## config.mk

```make
export PLATFORM = sky130hd
export DESIGN_NAME = poll_dev_ctrl
export DESIGN_NICKNAME = d
export VERILOG_FILES = /design/src/rtl/devctl_pkg.sv /design/src/rtl/devctl_seq.sv /design/src/rtl/devctl_buf.sv /design/src/rtl/poll_dev_ctrl.sv
export SDC_FILE = /design/constraint.sdc
export NUM_CORES = 1
export LEC_CHECK = 0
export CAP_MARGIN = 15
export CORE_MARGIN = 4
export CORE_UTILIZATION = 45
export CTS_CLUSTER_DIAMETER = 150
export DETAILED_ROUTE_END_ITERATION = 16
export DONT_BUFFER_PORTS = 1
export SLEW_MARGIN = 10
export SYNTH_ARGS = -nofsm -noshare
export SYNTH_HDL_FRONTEND = slang
export SYNTH_SLANG_ARGS = --single-unit
```

## constraint.sdc

```tcl
create_clock -name clk_i -period 2.46 [get_ports clk_i]
set_clock_uncertainty 0.1 [all_clocks]
set_input_delay 0.492 -clock clk_i [delete_from_list [all_inputs] [get_ports clk_i]]
set_output_delay 0.492 -clock clk_i [all_outputs]
set_load 0.05 [all_outputs]
```

## src/rtl/devctl_pkg.sv

```systemverilog
package devctl_pkg;
  typedef enum logic [1:0] {
    OP_NONE  = 2'd0,
    OP_READ  = 2'd1,
    OP_WRITE = 2'd2,
    OP_RSVD  = 2'd3
  } op_e;

  localparam logic [3:0] ERR_NONE   = 4'd0;
  localparam logic [3:0] ERR_REJECT = 4'd1;
  localparam logic [3:0] ERR_BADOP  = 4'd2;

  localparam int CMD_ADDR  = 0;
  localparam int STAT_ADDR = 1;
  localparam int DATA_BASE = 2;
  localparam int IE_BIT    = 4;
  localparam int ACK_BIT   = 1;
endpackage

```

## src/rtl/devctl_seq.sv

```systemverilog
module devctl_seq #(
  parameter int OP_CYCLES = 6
) (
  input  logic clk_i,
  input  logic rst_ni,
  input  logic start_i,
  input  logic ack_i,
  output logic busy_o,
  output logic done_o,
  output logic finish_o
);
  localparam int CNT_W = (OP_CYCLES > 1) ? $clog2(OP_CYCLES) : 1;

  logic [CNT_W-1:0] cnt_q;

  assign finish_o = busy_o && (cnt_q == '0);

  always_ff @(posedge clk_i or negedge rst_ni) begin
    if (!rst_ni) begin
      busy_o <= 1'b0;
      done_o <= 1'b0;
      cnt_q  <= '0;
    end else begin
      if (start_i) begin
        busy_o <= 1'b1;
        cnt_q  <= CNT_W'(OP_CYCLES - 1);
      end else if (finish_o) begin
        busy_o <= 1'b0;
      end else if (busy_o) begin
        cnt_q <= cnt_q - 1'b1;
      end
      // completion wins over a same-edge acknowledge
      if (finish_o)   done_o <= 1'b1;
      else if (ack_i) done_o <= 1'b0;
    end
  end
endmodule

```

## src/rtl/devctl_buf.sv

```systemverilog
module devctl_buf #(
  parameter int NUM_BUF = 4,
  parameter int DATA_W  = 8,
  parameter int IDX_W   = 2
) (
  input  logic                      clk_i,
  input  logic                      rst_ni,
  input  logic                      wr_en_i,
  input  logic [IDX_W-1:0]          wr_idx_i,
  input  logic [DATA_W-1:0]         wr_data_i,
  input  logic                      fill_i,
  input  logic [DATA_W-1:0]         fill_base_i,
  output logic [NUM_BUF*DATA_W-1:0] buf_o
);
  for (genvar g = 0; g < NUM_BUF; g++) begin : g_ent
    logic [DATA_W-1:0] ent_q;
    always_ff @(posedge clk_i or negedge rst_ni) begin
      if (!rst_ni)                                   ent_q <= '0;
      else if (fill_i)                               ent_q <= fill_base_i + DATA_W'(g);
      else if (wr_en_i && (int'(wr_idx_i) == g))     ent_q <= wr_data_i;
    end
    assign buf_o[g*DATA_W +: DATA_W] = ent_q;
  end
endmodule

```

## src/rtl/poll_dev_ctrl.sv

```systemverilog
module poll_dev_ctrl
  import devctl_pkg::*;
#(
  parameter int ADDR_W    = 4,
  parameter int BUS_W     = 32,
  parameter int DATA_W    = 8,
  parameter int NUM_BUF   = 4,
  parameter int OP_CYCLES = 6
) (
  input  logic                      clk_i,
  input  logic                      rst_ni,
  input  logic [ADDR_W-1:0]         bus_addr_i,
  input  logic                      bus_wr_i,
  input  logic                      bus_rd_i,
  input  logic [BUS_W-1:0]          bus_wdata_i,
  output logic [BUS_W-1:0]          bus_rdata_o,
  output logic                      irq_o,
  output logic                      out_valid_o,
  output logic [NUM_BUF*DATA_W-1:0] out_data_o
);
  localparam int IDX_W  = (NUM_BUF > 1) ? $clog2(NUM_BUF) : 1;
  localparam int FLAT_W = NUM_BUF * DATA_W;

  logic              busy, done, finish;
  logic              cmd_wr, stat_wr, dat_wr, in_dat;
  logic              accept, ack, op_ok;
  op_e               op_in, op_q;
  logic              ie_q;
  logic [3:0]        err_q;
  logic [DATA_W-1:0] xfer_q;
  logic [ADDR_W-1:0] dat_off;
  logic [IDX_W-1:0]  dat_idx;
  logic [FLAT_W-1:0] buf_flat;
  logic [BUS_W-1:0]  rd_word;

  assign dat_off = bus_addr_i - ADDR_W'(DATA_BASE);
  assign dat_idx = dat_off[IDX_W-1:0];
  assign in_dat  = (bus_addr_i >= ADDR_W'(DATA_BASE)) && (dat_off < ADDR_W'(NUM_BUF));
  assign cmd_wr  = bus_wr_i && (bus_addr_i == ADDR_W'(CMD_ADDR));
  assign stat_wr = bus_wr_i && (bus_addr_i == ADDR_W'(STAT_ADDR));
  assign dat_wr  = bus_wr_i && in_dat;
  assign op_in   = op_e'(bus_wdata_i[1:0]);
  assign op_ok   = (op_in == OP_READ) || (op_in == OP_WRITE);
  assign accept  = cmd_wr && !busy && !done && op_ok;
  assign ack     = stat_wr && bus_wdata_i[ACK_BIT];
  assign irq_o   = done && ie_q;

  devctl_seq #(.OP_CYCLES(OP_CYCLES)) u_seq (
    .clk_i   (clk_i),
    .rst_ni  (rst_ni),
    .start_i (accept),
    .ack_i   (ack),
    .busy_o  (busy),
    .done_o  (done),
    .finish_o(finish)
  );

  devctl_buf #(.NUM_BUF(NUM_BUF), .DATA_W(DATA_W), .IDX_W(IDX_W)) u_buf (
    .clk_i      (clk_i),
    .rst_ni     (rst_ni),
    .wr_en_i    (dat_wr && !busy),
    .wr_idx_i   (dat_idx),
    .wr_data_i  (bus_wdata_i[DATA_W-1:0]),
    .fill_i     (finish && (op_q == OP_READ)),
    .fill_base_i(DATA_W'(int'(xfer_q) * NUM_BUF)),
    .buf_o      (buf_flat)
  );

  always_ff @(posedge clk_i or negedge rst_ni) begin
    if (!rst_ni) begin
      op_q   <= OP_NONE;
      ie_q   <= 1'b0;
      err_q  <= ERR_NONE;
      xfer_q <= '0;
    end else begin
      if (accept) begin
        op_q <= op_in;
        ie_q <= bus_wdata_i[IE_BIT];
      end
      // a rejected command outranks a same-edge acknowledge
      if (cmd_wr && (busy || done)) err_q <= ERR_REJECT;
      else if (cmd_wr && !op_ok)    err_q <= ERR_BADOP;
      else if (accept || ack)       err_q <= ERR_NONE;
      if (finish) xfer_q <= xfer_q + 1'b1;
    end
  end

  always_ff @(posedge clk_i or negedge rst_ni) begin
    if (!rst_ni) begin
      out_valid_o <= 1'b0;
      out_data_o  <= '0;
    end else begin
      out_valid_o <= finish && (op_q == OP_WRITE);
      if (finish && (op_q == OP_WRITE)) out_data_o <= buf_flat;
    end
  end

  always_comb begin
    rd_word = '0;
    if (bus_addr_i == ADDR_W'(CMD_ADDR)) begin
      rd_word[1:0]    = op_q;
      rd_word[IE_BIT] = ie_q;
    end else if (bus_addr_i == ADDR_W'(STAT_ADDR)) begin
      rd_word[0]   = busy;
      rd_word[1]   = done;
      rd_word[7:4] = err_q;
    end else if (in_dat) begin
      rd_word[DATA_W-1:0] = buf_flat[int'(dat_idx)*DATA_W +: DATA_W];
    end
  end

  always_ff @(posedge clk_i or negedge rst_ni) begin
    if (!rst_ni)       bus_rdata_o <= '0;
    else if (bus_rd_i) bus_rdata_o <= rd_word;
  end
endmodule

```

==> results of run 1 <==
[timing repair]
| action | CTS | global route |
|---|---|---|
| hold endpoints to repair | 89 | 89 |
| buffers inserted | 0 | 0 |
| setup endpoints to repair | 0 | 0 |
[cells by family after synthesis]
logic type,synth area share (%)
adder cells (fa/ha/maj),1.457
buffers and inverters,7.519
XOR/XNOR,2.011
other,0.08735
AO/OA/AOI/OAI,8.715
flip-flops,51.88
multiplexers,17.98
AND/OR/NAND/NOR,10.35
[per-stage QoR]
step / std cells / cell area [um2] / worst slack (ns)
finish: 493 / 4564 / 0.3112
global route: 493 / 4564 / 0.2187
CTS: 493 / 4564 / 0.3145
detailed placement: 477 / 4357 / 0.2653
global placement: 477 / 4357 / 0.2849
floorplan: 379 / 4380 / 0.05929
[flip-flops by register name (all words and copies together), names as in the netlist]
name / count
out_data_o: 32
u_buf.g_ent.ent_q: 32
bus_rdata_o: 8
xfer_q: 6
u_seq.cnt_q: 3
err_q: 2
op_q: 2
ie_q: 1
out_valid_o: 1
u_seq.busy_o: 1
u_seq.done_o: 1
[cells in the mapped netlist (all sizes together), types with 2 or more instances]
cell type	count
clkbuf	5
mux2i	22
o21ai	15
a31oi	4
nor3b	2
nand4	5
nor3	3
mux4	8
nand2	25
a21oi	29
inv	10
o221a	4
nand3	9
nand2b	2
o22ai	3
nand3b	2
ha	5
nor4	2
buf	37
dfrtp	89
or2	2
xnor2	7
nor2	14
xor2	2
mux2	33
[critical path, stage by stage, from the launching register on]
cell	delay (ns)
dfrtp_1	0.38
inv_1	0.10
ha_1	0.24
nand3b_2	0.10
or3b_2	0.68
nor2_1	0.33
a21oi_1	0.08
[final cells by class]
class                           count  area, um2  share of cell area, %
Sequential cell                    89       2227                  48.79
Multi-Input combinational cell    238       1836                  40.21
Tap cell                          129      161.4                  3.536
Clock buffer                        9      123.9                  2.714
Timing Repair Buffer               11      95.09                  2.083
Clock inverter                      7      83.83                  1.837
Inverter                           10      37.54                 0.8224
[power groups by stage]
stage | logic (mW) | clock network (mW) | registers (mW)
6_report | 0.985 | 1.06 | 3.09
5_1_grt | 1.09 | 1.15 | 3.16
4_1_cts | 0.998 | 1.08 | 3.10
3_5_place_dp | 0.993 | 0 | 3.13
3_3_place_gp | 0.959 | 0 | 3.11
2_1_floorplan | 0.923 | 0 | 2.97
[path summary, 6_finish.rpt]
path	from	endpoint	slack [ns]	cells past startpoint
max	u_seq.cnt_q[0]	u_buf.g_ent[2].ent_q[3]	0.31	6
min	rst_ni	op_q[0]	-0.28	0
max reg2reg	u_seq.cnt_q[0]	u_buf.g_ent[2].ent_q[3]	0.31	6
min reg2reg	xfer_q[5]	xfer_q[5]	0.38	1
max in group asynchronous	rst_ni	u_buf.g_ent[1].ent_q[3]	2.39	0
min in group clk_i	bus_wdata_i[1]	op_q[0]	0.12	1
[metal layers]
metal	track usage, %	wire, um	share of wire, %	up-vias
li1	-	-	-	1218
met1	22.07	3977	44	1294
met2	25.50	4216	47	99
met3	5.083	700	7.8	8
met4	4.810	93	1.0	0
met5	0	0	0	-
==> results.sh, run 1 <==
export IMPL_cts_tree="yes"
export IMPL_final_core_util_pct=49.16
export IMPL_grt_usage_pct=16.37
export IMPL_synth_top_area_share_pct=51.88
export IMPL_seq_area_frac_synth_pct=51.88
export IMPL_initial_core_util_pct=46.24
export IMPL_n_antenna_cell=0
export IMPL_root_buffer="clkbuf_8"
export IMPL_synth_warnings=0
export IMPL_first_pass_iters=4
export IMPL_synthArstFlopShare_pct=100.0
export IMPL_cts_resized=0
export IMPL_internal_power_mw=2.959
export IMPL_dr_total_vias=2619
export IMPL_finalMaxSlewViolations=0
export IMPL_synth_flop_cell="dfrtp_1"
export IMPL_synth_edf_count=0
export IMPL_power_total_mw=5.129
export IMPL_die_y_um=105.7
export IMPL_io_buffers=0
export IMPL_insertion_delay_ns=0.36
export IMPL_p_seq_share_pct=60.2
export IMPL_rsz0062_at_grt="false"
export IMPL_setup_viol=0
export IMPL_fin_crit_ns=2.149
export IMPL_nets=404
export IMPL_p_sw_share_pct=42.32
export IMPL_first_global_vias=2574
export IMPL_clk_pin_slew_worst_paths_ns=0.10
export IMPL_syn_area_per_cell_um2=12.06
export IMPL_synth_cells=356
export IMPL_path_max_fanout=21
export IMPL_slew_headroom_pct=65.81
export IMPL_final_antenna_net_count=0
export IMPL_drive_gt1_share_pct=23.35
export IMPL_powerDensity_mw_per_mm2=1124
export IMPL_syn_to_final_growth_pct=6.325
export IMPL_clock_fmax_mhz=465.4
export IMPL_fill_cells=842
export IMPL_pwr_share_clk_pct=20.6
export IMPL_grt_max_degree=90
export IMPL_ys_seq_elements=89
export IMPL_setup_tns_final_ns=0
export IMPL_clockBufferDepth=2
export IMPL_holdCritPathClass="in -> async"
export IMPL_ir_drop_uv=646.7
export IMPL_antenna_found_initial=0
export IMPL_dp_hpwl_um=6226
export IMPL_cp_start_kind="flop"
export IMPL_synthDistinctLibCells=53
export IMPL_synth_area_leaders="dfrtp_1, mux2_2, mux2i_1"
export IMPL_violations="negative hold slack"
export IMPL_gp_congestion=0.7755
export IMPL_htreeDepth=3
export IMPL_dieArea_mm2=0.01117
export IMPL_status="complete, but fails checks"
export IMPL_crit_required_ns=2.58
export IMPL_cts_buffers=9
export IMPL_worstSetupPathType="reg -> reg"
export IMPL_core_area_mm2=0.009284
export IMPL_grt_overflow=0
export IMPL_std_cell_rows=35
export IMPL_power_leakage_nw=2.087
export IMPL_worst_slew_pin_transition_ns=0.5164
export IMPL_hold_slack_ns=-0.2760
export IMPL_wirelength_um=8987
export IMPL_crit_arrival_ns=2.27
export IMPL_synth_largest_area_cell="dfrtp_1"
export IMPL_final_cell_mix="dfrtp_1, mux2_2, a21oi_1"
export IMPL_crit_path_end_kind="flop"
export IMPL_wire_per_inst_um=18.23
export IMPL_layout_commonest_cell="dfrtp_1"
export IMPL_cts_sinks=89
export IMPL_switchingPower_mw=2.170
export IMPL_synth_area_mm2=0.004293
export IMPL_viasPerCell=5.312
export IMPL_max_cap_violations=0
export IMPL_p_comb_share_pct=19.2
export IMPL_min_period_over_period_pct=87.35
export IMPL_grt_pass1_wl_um=14160
export IMPL_fp_dieW_um=105.7
export IMPL_finalHoldViolCount=89
export IMPL_drcViolationCount=0
export IMPL_drtIter0Drc=96
export IMPL_io_pins=106
Power figures use the tool's default switching activity.
==> run 2, diff against run 1 <==
--- a/config.mk
+++ b/config.mk
@@ -11,6 +11,7 @@
 export CTS_CLUSTER_DIAMETER = 150
 export DETAILED_ROUTE_END_ITERATION = 16
 export DONT_BUFFER_PORTS = 1
+export PLACE_DENSITY = 0.62
 export SLEW_MARGIN = 10
 export SYNTH_ARGS = -nofsm -noshare
 export SYNTH_HDL_FRONTEND = slang
==> results.sh, run 2 (synthesis gave the netlist of run 1 again) <==
export IMPL_clk_pin_slew_worst_paths_ns=0.09
export IMPL_regToRegEndpoint="out_data_o[20]"
export IMPL_first_pass_iters=4
export IMPL_finalMaxSlewViolations=0
export IMPL_dp_hpwl_um=6257
export IMPL_p_sw_share_pct=39.66
export IMPL_cp_start_kind="flop"
export IMPL_clockBufferDepth=2
export IMPL_cts_tree="yes"
export IMPL_wirelength_um=8918
export IMPL_power_total_mw=5.389
export IMPL_reg2reg_slack_ns=0.36
export IMPL_root_buffer="clkbuf_8"
export IMPL_hold_slack_ns=-0.2796
export IMPL_antenna_found_initial=0
export IMPL_fp_dieW_um=105.7
export IMPL_initial_core_util_pct=46.24
export IMPL_gp_congestion=0.7917
export IMPL_clock_fmax_mhz=476.8
export IMPL_grt_overflow=0
export IMPL_htreeDepth=3
export IMPL_final_cell_mix="dfrtp_1, mux2_2, a21oi_1"
export IMPL_violations="negative hold slack"
export IMPL_powerDensity_mw_per_mm2=1163
export IMPL_multi_input_area_mm2=0.001836
export IMPL_io_pins=106
export IMPL_finalHoldViolCount=89
export IMPL_holdCritPathClass="in -> async"
export IMPL_fin_crit_ns=2.097
export IMPL_reg2regPathDepth=7
export IMPL_pwr_share_clk_pct=24.4
export IMPL_cts_buffers=9
export IMPL_max_cap_violations=0
export IMPL_nets=407
export IMPL_io_buffers=0
export IMPL_status="complete, but fails checks"
export IMPL_n_antenna_cell=0
export IMPL_syn_to_final_growth_pct=7.899
export IMPL_rsz0062_at_grt="false"
export IMPL_insertion_delay_ns=0.35
export IMPL_dr_total_vias=2694
export IMPL_internal_power_mw=3.252
export IMPL_std_cell_rows=35
export IMPL_power_leakage_nw=2.127
export IMPL_ff_latch_area_mm2=0.002227
export IMPL_grt_max_degree=90
export IMPL_worst_slew_pin_transition_ns=0.5140
export IMPL_crit_path_end_kind="flop"
export IMPL_viasPerCell=5.431
export IMPL_r2r_start="u_seq.cnt_q[0]"
export IMPL_core_area_mm2=0.009284
export IMPL_setup_viol=0
export IMPL_crit_arrival_ns=2.23
export IMPL_min_period_over_period_pct=85.25
export IMPL_drcViolationCount=0
export IMPL_top_regs="out_data_o x32, u_buf.g_ent.ent_q x32, bus_rdata_o x8"
export IMPL_final_core_util_pct=49.89
export IMPL_grt_pass1_wl_um=14550
export IMPL_dieArea_mm2=0.01117
export IMPL_path_max_fanout=20
export IMPL_wire_per_inst_um=17.98
export IMPL_grt_usage_pct=16.59
export IMPL_p_seq_share_pct=57.2
export IMPL_crit_required_ns=2.60
export IMPL_switchingPower_mw=2.137
export IMPL_drtIter0Drc=160
export IMPL_layout_commonest_cell="dfrtp_1"
export IMPL_cts_sinks=89
export IMPL_drive_gt1_share_pct=23.71
export IMPL_die_y_um=105.7
export IMPL_worstSetupPathType="reg -> reg"
export IMPL_first_global_vias=2612
export IMPL_fill_cells=828
export IMPL_p_comb_share_pct=18.3
export IMPL_ir_drop_uv=631.7
export IMPL_setup_tns_final_ns=0
export IMPL_final_antenna_net_count=0
export IMPL_slew_headroom_pct=65.97
[run 2: final cells by class]
cell class | instances | area share, %
flip-flops and latches | 89 | 48.08
well taps | 129 | 3.485
multi-input cells | 238 | 39.63
inverters | 10 | 0.8104
clock inverters | 6 | 2.971
clock buffers | 10 | 2.755
repair buffers | 14 | 2.269
[run 2: worst max-delay path by stage]
stage | from | end | depth (start not counted)
2_1_floorplan | bus_addr_i[1] | u_buf.g_ent[3].ent_q[7] | 9
5_1_grt | u_seq.cnt_q[0] | u_buf.g_ent[1].ent_q[3] | 6
3_5_place_dp | bus_addr_i[2] | u_buf.g_ent[3].ent_q[2] | 7
3_3_place_gp | bus_addr_i[2] | u_buf.g_ent[3].ent_q[3] | 7
6_report | u_seq.cnt_q[0] | out_data_o[20] | 7
4_1_cts | u_seq.cnt_q[0] | out_data_o[20] | 7
[run 2: per-layer routing]
layer	routed length [um]	GRT usage [%]	vias to the layer above
met5	0	0	-
met4	53	3.330	0
met3	775	5.818	4
met2	3949	24.32	95
met1	4138	23.93	1364
li1	-	-	1231
[run 2: power by group through the flow]
| stage | combinational (mW) | sequential [mW] | clock, mW |
|---|---|---|---|
| CTS | 0.992 | 3.09 | 1.35 |
| floorplan | 0.923 | 2.97 | 0 |
| global route | 1.10 | 3.16 | 1.42 |
| finish | 0.988 | 3.08 | 1.32 |
| global placement | 0.954 | 3.11 | 0 |
| detailed placement | 0.988 | 3.12 | 0 |
[run 2: timing repair]
action                                 4_1_cts  5_1_grt
endpoints found under the hold margin       89       89
resized for setup                            0        0
buffers inserted                             0        0
setup endpoints to repair                    0        0
[run 2: critical path: stages, from the launching register on]
cell and delay [ns]:
dfrtp_1 0.37, inv_1 0.11, ha_1 0.25, nand3b_2 0.10, buf_4 0.19, nor3b_4 0.20
buf_4 0.29, mux2_2 0.37
[run 2: per-stage QoR]
| stage | instances | setup WS (ns) | instance area (um2) | hold WS (ns) |
|---|---|---|---|---|
| after global routing | 496 | 0.2071 | 4632 | -0.3030 |
| after floorplan | 379 | 0.05929 | 4380 | 0.09641 |
| after CTS | 496 | 0.3378 | 4632 | -0.2928 |
| after global placement | 480 | 0.2642 | 4367 | 0.1006 |
| final | 496 | 0.3627 | 4632 | -0.2796 |
| after detailed placement | 480 | 0.2547 | 4367 | 0.1003 |
==> run 3, diff against run 2 <==
--- a/config.mk
+++ b/config.mk
@@ -12,6 +12,7 @@
 export DETAILED_ROUTE_END_ITERATION = 16
 export DONT_BUFFER_PORTS = 1
 export PLACE_DENSITY = 0.62
+export RECOVER_POWER = 100
 export SLEW_MARGIN = 10
 export SYNTH_ARGS = -nofsm -noshare
 export SYNTH_HDL_FRONTEND = slang
==> results.sh, run 3 (synthesis gave the netlist of run 1 again) <==
export IMPL_dp_slack_ns=0.2547
export IMPL_n_antenna_cell=0
export IMPL_viasPerCell=5.435
export IMPL_p_sw_share_pct=39.61
export IMPL_slowest_stage="dfrtp_1"
export IMPL_syn_to_final_growth_pct=7.112
export IMPL_first_pass_iters=4
export IMPL_fill_cells=833
export IMPL_pwr_share_clk_pct=24.5
export IMPL_htreeDepth=3
export IMPL_insertion_delay_ns=0.35
export IMPL_grt_max_degree=90
export IMPL_dp_hpwl_um=6257
export IMPL_gp_congestion=0.7917
export IMPL_finalNonFillerCells=496
export IMPL_switchingPower_mw=2.130
export IMPL_status="complete, but fails checks"
export IMPL_setup_viol=0
export IMPL_clockBufferDepth=2
export IMPL_multi_input_area_mm2=0.001805
export IMPL_internal_power_mw=3.248
export IMPL_crit_arrival_ns=2.33
export IMPL_finalMaxSlewViolations=0
export IMPL_slew_headroom_pct=51.18
export IMPL_nets=407
export IMPL_clock_fmax_mhz=455.8
export IMPL_cts_resized=0
export IMPL_final_cell_mix="dfrtp_1, mux2_2, a21oi_1"
export IMPL_antenna_found_initial=0
export IMPL_initial_core_util_pct=46.24
export IMPL_cp_cell_sequence="inv_1 > ha_1 > nand3b_2 > clkbuf_1 > nor3b_4 > buf_4 > mux2_2"
export IMPL_fp_dieW_um=105.7
export IMPL_hold_slack_ns=-0.2806
export IMPL_holdCritPathClass="in -> async"
export IMPL_cts_setup_buffers=0
export IMPL_power_leakage_nw=2.104
export IMPL_place_area_mm2=0.004367
export IMPL_layout_commonest_cell="dfrtp_1"
export IMPL_first_global_vias=2612
export IMPL_dr_total_vias=2696
export IMPL_wirelength_um=8895
export IMPL_fin_crit_ns=2.194
export IMPL_final_antenna_net_count=0
export IMPL_finalHoldViolCount=89
export IMPL_crit_required_ns=2.60
export IMPL_drive_gt1_share_pct=21.80
export IMPL_cp_start_kind="flop"
export IMPL_core_area_mm2=0.009284
export IMPL_path_max_fanout=20
export IMPL_clk_pin_slew_worst_paths_ns=0.09
export IMPL_dpl_cell_count=480
export IMPL_min_period_over_period_pct=89.18
export IMPL_worst_slew_pin_transition_ns=0.7318
export IMPL_ff_latch_area_mm2=0.002227
export IMPL_grt_usage_pct=16.59
export IMPL_io_pins=106
export IMPL_rsz0062_at_grt="false"
export IMPL_crit_path_end_kind="flop"
export IMPL_stdcell_area_mm2=0.004598
export IMPL_dieArea_mm2=0.01117
export IMPL_setup_tns_final_ns=0
export IMPL_die_y_um=105.7
export IMPL_root_buffer="clkbuf_8"
export IMPL_cts_sinks=89
export IMPL_top_regs="out_data_o x32, u_buf.g_ent.ent_q x32, bus_rdata_o x8"
export IMPL_crit_path_max_incr_delay_ns=0.37
export IMPL_grt_overflow=0
export IMPL_violations="negative hold slack"
export IMPL_io_buffers=0
export IMPL_worst_slack_ns=0.2662
export IMPL_max_cap_violations=0
export IMPL_p_seq_share_pct=57.3
export IMPL_drtIter0Drc=133
export IMPL_ir_drop_uv=631.7
export IMPL_cts_tree="yes"
export IMPL_grt_pass1_wl_um=14550
export IMPL_wire_per_inst_um=17.93
export IMPL_powerDensity_mw_per_mm2=1170
export IMPL_cts_buffers=9
export IMPL_p_comb_share_pct=18.2
export IMPL_worstSetupPathType="reg -> reg"
export IMPL_std_cell_rows=35
export IMPL_drcViolationCount=0
run 3: changes by cell type in the layout (fill, tap and decap cells not counted), sizes merged:
cell and change:
buf -1, clkbuf +1
run 3: power by group through the flow:
stage                     Clock, mW  Sequential (mW)  Combinational (mW)
after floorplan                   0             2.97               0.923
after global placement            0             3.11               0.954
after detailed placement          0             3.12               0.988
after CTS                      1.35             3.09               0.992
after global routing           1.42             3.16                1.09
final                          1.32             3.08               0.978
run 3: area by class of cell:
| class | instances | share of cell area, % |
|---|---|---|
| Clock buffer | 10 | 2.776 |
| Clock inverter | 6 | 2.993 |
| Inverter | 10 | 0.8163 |
| Multi-Input combinational cell | 238 | 39.27 |
| Sequential cell | 89 | 48.44 |
| Tap cell | 129 | 3.510 |
| Timing Repair Buffer | 14 | 2.204 |
run 3: worst paths after layout:
check                      cells after the start  slack (ns)           start              to
setup / recovery                               7        0.27  u_seq.cnt_q[0]  out_data_o[20]
hold / removal                                 0       -0.28          rst_ni  out_data_o[11]
setup reg to reg                               7        0.27  u_seq.cnt_q[0]  out_data_o[20]
hold reg to reg                                1        0.39       xfer_q[5]       xfer_q[5]
max in group asynchronous                      0        2.42          rst_ni         op_q[1]
min in group clk_i                             1        0.12        bus_rd_i  bus_rdata_o[7]
run 3: metal layers:
layer	vias to the layer above	part of all wire [%]	wire [um]	track usage, %
met5	-	0	0	0
met1	1346	46	4122	23.93
met4	0	0.84	75	3.330
li1	1234	-	-	-
met2	108	44	3908	24.32
met3	8	8.9	789	5.818
run 3: worst max-delay path: cells and delay by family (launching register included):
kind | cells | cell delay (ns)
adder cells (fa/ha/maj) | 1 | 0.25
multiplexers | 1 | 0.37
flip-flops | 1 | 0.37
buffers and inverters | 3 | 0.64
AND/OR/NAND/NOR | 2 | 0.35
run 3: through the flow:
step	power (mW)	util, %
after global placement	4.068	47.04
after detailed placement	4.112	47.04
after CTS	5.436	49.89
after global routing	5.664	49.53
final	5.378	49.53
after floorplan	3.890	-
